===== src/rtl/gpio_mask_pkg.sv =====
package gpio_mask_pkg;
  localparam int unsigned BUS_W  = 32;
  localparam int unsigned PORT_W = 8;
  localparam int unsigned SEL_LSB = 2;
  localparam int unsigned SEL_MSB = SEL_LSB + PORT_W - 1;
  typedef logic [PORT_W-1:0] port_t;
endpackage


===== src/rtl/gpio_sel_decode.sv =====
module gpio_sel_decode #(
  parameter int unsigned ADDR_W  = 32,
  parameter int unsigned PORT_W  = 8,
  parameter int unsigned SEL_LSB = 2
) (
  input  logic [ADDR_W-1:0] addr_i,
  output logic [PORT_W-1:0] sel_o
);
  localparam int unsigned SEL_MSB = SEL_LSB + PORT_W - 1;
  // address bits double as a per-bit select
  assign sel_o = addr_i[SEL_MSB:SEL_LSB];
endmodule


===== src/rtl/gpio_out_reg.sv =====
module gpio_out_reg #(
  parameter int unsigned PORT_W = 8
) (
  input  logic              clk_i,
  input  logic              rst_ni,
  input  logic              wr_i,
  input  logic [PORT_W-1:0] sel_i,
  input  logic [PORT_W-1:0] wbits_i,
  output logic [PORT_W-1:0] q_o
);
  for (genvar b = 0; b < PORT_W; b++) begin : g_bit
    always_ff @(posedge clk_i or negedge rst_ni) begin
      if (!rst_ni)                q_o[b] <= 1'b0;
      else if (wr_i && sel_i[b])  q_o[b] <= wbits_i[b];
    end
  end
endmodule


===== src/rtl/gpio_read_gather.sv =====
module gpio_read_gather #(
  parameter int unsigned BUS_W  = 32,
  parameter int unsigned PORT_W = 8
) (
  input  logic              rd_i,
  input  logic [PORT_W-1:0] sel_i,
  input  logic [PORT_W-1:0] pin_i,
  output logic [BUS_W-1:0]  rdata_o
);
  logic [PORT_W-1:0] bits;
  for (genvar b = 0; b < PORT_W; b++) begin : g_bit
    assign bits[b] = rd_i & sel_i[b] & pin_i[b];
  end
  assign rdata_o = {{(BUS_W-PORT_W){1'b0}}, bits};
endmodule


===== src/rtl/gpio_masked_port.sv =====
module gpio_masked_port
  import gpio_mask_pkg::*;
#(
  parameter int unsigned ADDR_W = BUS_W,
  parameter int unsigned DATA_W = BUS_W,
  parameter int unsigned PW     = PORT_W
) (
  input  logic              clk_i,
  input  logic              rst_ni,
  input  logic [ADDR_W-1:0] addr_i,
  input  logic [DATA_W-1:0] wdata_i,
  input  logic              wr_i,
  input  logic              rd_i,
  output logic [DATA_W-1:0] rdata_o,
  input  logic [PW-1:0]     pin_i,
  output logic [PW-1:0]     pin_o
);
  logic [PW-1:0] sel;

  gpio_sel_decode #(.ADDR_W(ADDR_W), .PORT_W(PW), .SEL_LSB(SEL_LSB)) u_dec (
    .addr_i (addr_i),
    .sel_o  (sel)
  );

  gpio_out_reg #(.PORT_W(PW)) u_reg (
    .clk_i   (clk_i),
    .rst_ni  (rst_ni),
    .wr_i    (wr_i),
    .sel_i   (sel),
    .wbits_i (wdata_i[PW-1:0]),
    .q_o     (pin_o)
  );

  gpio_read_gather #(.BUS_W(DATA_W), .PORT_W(PW)) u_rd (
    .rd_i    (rd_i),
    .sel_i   (sel),
    .pin_i   (pin_i),
    .rdata_o (rdata_o)
  );
endmodule


===== config.mk =====
export PLATFORM = sky130hd
export DESIGN_NAME = gpio_masked_port
export DESIGN_NICKNAME = d
export VERILOG_FILES = /design/src/rtl/gpio_mask_pkg.sv /design/src/rtl/gpio_sel_decode.sv /design/src/rtl/gpio_out_reg.sv /design/src/rtl/gpio_read_gather.sv /design/src/rtl/gpio_masked_port.sv
export SDC_FILE = /design/constraint.sdc
export NUM_CORES = 1
export LEC_CHECK = 0
export CORE_ASPECT_RATIO = 1.75
export CORE_UTILIZATION = 17
export DETAILED_ROUTE_END_ITERATION = 7
export GPL_ROUTABILITY_DRIVEN = 0
export MAX_ROUTING_LAYER = met4
export PLACE_DENSITY = 0.75
export SYNTH_ARGS = -nofsm -noshare
export SYNTH_HDL_FRONTEND = slang
export SYNTH_SLANG_ARGS = --single-unit

===== constraint.sdc =====
create_clock -name clk_i -period 0.8 [get_ports clk_i]
set_input_delay 0.16 -clock clk_i [delete_from_list [all_inputs] [get_ports clk_i]]
set_output_delay 0.16 -clock clk_i [all_outputs]
set_load 0.01 [all_outputs]

**After elaboration in Yosys (flattened, before gate mapping)**

Cells that the tools add are included.

- Output and inout port bits: 40
- Memory bits (writable): 0
- Bits in read-only memories: 0
- Input port bits: 76
- Latch bits: 0
- Logic and storage cells: 32
- Memories: 0
- Register bits after elaboration: 8

- Order comparisons: 0
- $mul: 0
- Add/subtract/negate cells: 0
- Div/mod/pow operators: 0
- Multiplexer cells: 0
- Eq/ne operators: 0
- Bitwise gates (word level): 16
- Shifts and indexed selects: 0
- Reduce and logical (&&, ||, !) cells: 8

Operators by type and width:

| kind | number |
|---|---|
| 1-bit AND | 16 |
| 1-bit logical AND | 8 |

**Depth between registers and ports, before layout**

- Depth after elaboration: 2
- Depth in mapped cells: 3
- Depth with buffers taken out: 2

**Modules after synthesis**

A second synthesis with hierarchy kept.

- Cell total of the unflattened synthesis: 66
- Area, all modules: 655.6 sq um

By module, submodules not included:

| module | cells each | area an instance (sq um) | instances |
|---|---|---|---|
| gpio_out_reg | 25 | 361.6 | 1 |
| gpio_read_gather | 33 | 234.0 | 1 |
| gpio_sel_decode | 8 | 60.1 | 1 |

**Worst setup path after synthesis**

OpenSTA, ideal clock, no wires.

- Path type: register -> register
- Start point: register, netlist name u_reg.q_o[0]
- End point: register u_reg.q_o[0]
- Path buffers: 0
- Library setup time: 0.125 ns
- Arrival time: 0.644 ns
- Cell stages (with the launch flop): 2
- Slack: 0.031 ns
- Required time: 0.675 ns
- Cells stage by stage: dfrtp_1 -> mux2_4

RTL lines:

| what | line | source |
|---|---|---|
| end signal, assigned by index | gpio_out_reg.sv:14 | `else if (wr_i && sel_i[b]) q_o[b] <= wbits_i[b];` |
| end, declared | gpio_out_reg.sv:9 | `output logic [PORT_W-1:0] q_o` |

**Worst setup path after layout**

- Start point: register u_reg.q_o[1]
- End point: output port pin_o[1]

RTL lines:

| what | line | source |
|---|---|---|
| end, declared | gpio_masked_port.sv:16 | `output logic [PW-1:0] pin_o` |

No word-level cell between the ends.

==> summary.txt <==
Outcome
  – Outcome: finished with violations
  – Failing checks: negative setup slack

Synth
  – Post-synthesis average cell area: 10.3 µm²
  – Synth cell types: 7
  – Number of synthesized register bits: 8
  – Syn. warnings: 0
  – Sequential share of the synthesized area: 33.6%
  – Mapped Area: 596 µm²
  – Mapped Cells: 58

Timing
  – Final Worst Setup Slack: -0.110 ns
  – Final setup vio count: 16
  – Fmax: 1100 MHz
  – Post-route minimum period: 0.910 ns
  – Final period util: 114%
  – RSZ-0062 raised after global routing: true
  – Slew Viols, Final: 0
  – Hold Vio Cnt, Final: 0
  – Clock skew: 0 ns

Cells and area
  – Area Overhead vs Synth: 79.2%
  – Register with the most flip-flops: u_reg.q_o
  – FF+latch area: 200 µm²
  – NumNets Final: 196
  – Layout cells sized above 1: 53.4%
  – Final instance area: 0.00107 mm²
  – Finished Layout Cells: 163
  – Multi-input gate area: 315 µm²
  – Max reg flops: 8
  – Fill count: 385
  – Regs by FF count: u_reg.q_o x8
  – Inserted Diodes: 0

Flow run
  – Maxcap violations: 0

Die
  – Die W: 46.7 µm
  – Die Area: 0.00375 mm²
  – Num rows: 28
  – Boundary pin count: 116
  – Core Area: 0.00336 mm²
  – Initial Utilization: 17.7%
  – Die height: 80.3 µm

Place
  – Port Buffers: 43
  – Dpl cells: 159
  – DP HPWL: 1.28 mm
  – Post-DP Area: 0.00109 mm²
  – Place WS: -0.894 ns

Routing
  – DRT antenna net count: 0
  – Routed vias: 555
  – Total wire length: 1.45 mm
  – Vias per cell: 3.40
  – DRC: 0
  – Drt first pass iters: 4
  – Routed len/inst: 8.90 µm
  – Initial DRC count: 4

Pwr
  – Pleak: 0.000601 µW
  – Worst vdd ir: 0.621 mV
  – Power per cell area: 1440 mW/mm²
  – Total Power: 1540 µW

Global route
  – Initial antenna violation count: 0
  – Number of global-route vias before repair: 505
  – Total GRT Usage: 8.02%
  – First-pass GRT wire length: 2.09 mm
  – GRT Residual Overflow: 0
  – Pin count of the biggest net entering global routing: 9

Worst hold path
  – Hold Path Class: input pin to asynchronous set/reset pin

Clocking
  – Clock Tree Buf Depth: 2
  – CTS buffer count: 3
  – TritonCTS Sinks: 8
  – CTS tree: yes
  – Worst-path clk slew: 0.04 ns
  – Worst-Skew Late Latency: 0.22 ns
  – Root Driver: clkbuf_8
  – H-tree depth: 1

Worst setup path
  – Crit path launch: u_reg.q_o[1]$_DFFE_PN0P_
  – CP max stage cell: dfrtp_1
  – R2R depth: 2
  – Arr. time, crit path: 0.75 ns
  – R2r setup slk: -0.09 ns
  – Crit. End Element: primary output
  – Crit path depth: 1
  – Highest cell delay on the worst timing path: 0.38 ns
  – Worst r2r src: u_reg.q_o[3]$_DFFE_PN0P_
  – CP bufs+invs: 1
  – Setup crit start kind: register
  – R2R Path End: u_reg.q_o[3]$_DFFE_PN0P_
  – Cell family with most CP delay: flip-flops
  – Crit Path Max Fanout: 2
  – Setup Crit Path Kind: register to primary output
  – Cell Chain, Critical Path: buf_2
  – Critical path endpoint: pin_o[1]
  – CP required: 0.64 ns
-- stage by stage --
step           hold slack (ns)  utilization [%]  setup TNS (ns)
6_report                 0.247             31.7           -1.28
5_1_grt                  0.272             31.7           -1.73
4_1_cts                  0.246             31.1           -1.31
3_5_place_dp             0.472             32.4          -12.61
3_3_place_gp             0.495             32.4          -12.47
2_1_floorplan           -0.136                -               0
-- cells in the mapped netlist --
library cell,number,share of area [%]
and3_1,8,8.4
buf_4,24,30
buf_6,1,1.9
conb_1,1,0.63
dfrtp_1,8,34
mux2_4,8,20
nand2_1,8,5.0
-- power by group --
group | switching [µW] | internal [µW] | leakage [µW]
sequential | 39.4 | 467 | 0.0000939
combinational | 214 | 358 | 0.000485
clock | 135 | 324 | 0.0000216
-- repair_timing --
item | 4_1_cts | 5_1_grt
endpoints found under the hold margin | 0 | 0
setup endpoints to repair | 24 | 19
hold buffers | 0 | 0
pin swaps | 9 | 3
resized for setup | 127 | 7
setup buffers | 0 | 1
-- metal layers --
| layer | global-route usage, % | up-vias | share of wire [%] |
|---|---|---|---|
| li1 | - | 263 | - |
| met5 | - | - | 0 |
| met2 | 13.2 | 46 | 53 |
| met4 | 5.14 | 0 | 1.7 |
| met1 | 7.97 | 244 | 35 |
| met3 | 2.02 | 2 | 9.7 |
-- cells in the final DEF (no fill, tap or decap) --
cell type        synthesis  layout
buf_6                    1       7
clkbuf_8                 0       3
buf_4                   24      12
clkdlybuf4s50_1          0       9
conb_1                   1      24
nand2_2                  0       8
clkbuf_2                 0       2
mux2_4                   8       8
clkdlybuf4s15_1          0       6
clkdlybuf4s15_2          0       1
dfrtp_1                  8       8
and3_1                   8       7
buf_2                    0      21
dlygate4sd2_1            0       1
and3_4                   0       1
-- how the worst min path moves through the flow --
stage | end | slack [ns] | depth (start not counted)
after floorplan | u_reg.q_o[0]$_DFFE_PN0P_ | -0.14 | 0
after global placement | u_reg.q_o[2]$_DFFE_PN0P_ | 0.49 | 2
after detailed placement | u_reg.q_o[2]$_DFFE_PN0P_ | 0.47 | 2
after CTS | u_reg.q_o[2]$_DFFE_PN0P_ | 0.25 | 2
after global routing | u_reg.q_o[5]$_DFFE_PN0P_ | 0.27 | 2
final | u_reg.q_o[0]$_DFFE_PN0P_ | 0.25 | 2
-- area by class of cell --
type                            count  area share (%)
Timing Repair Buffer               59            42.6
Multi-Input combinational cell     48            29.5
Sequential cell                     8            18.8
Tap cell                           45            5.28
Clock buffer                        3            3.87
-- logic make-up (layout without fill, tap and decap cells) --
group	after synthesis	after routing	synth area share [%]
mux	8	8	20.2
other cells	1	24	0.630
flops	8	8	33.6
simple gates	16	16	13.4
buf+inv	25	62	32.1
Note: power is estimated with default switching activity, not from simulation.
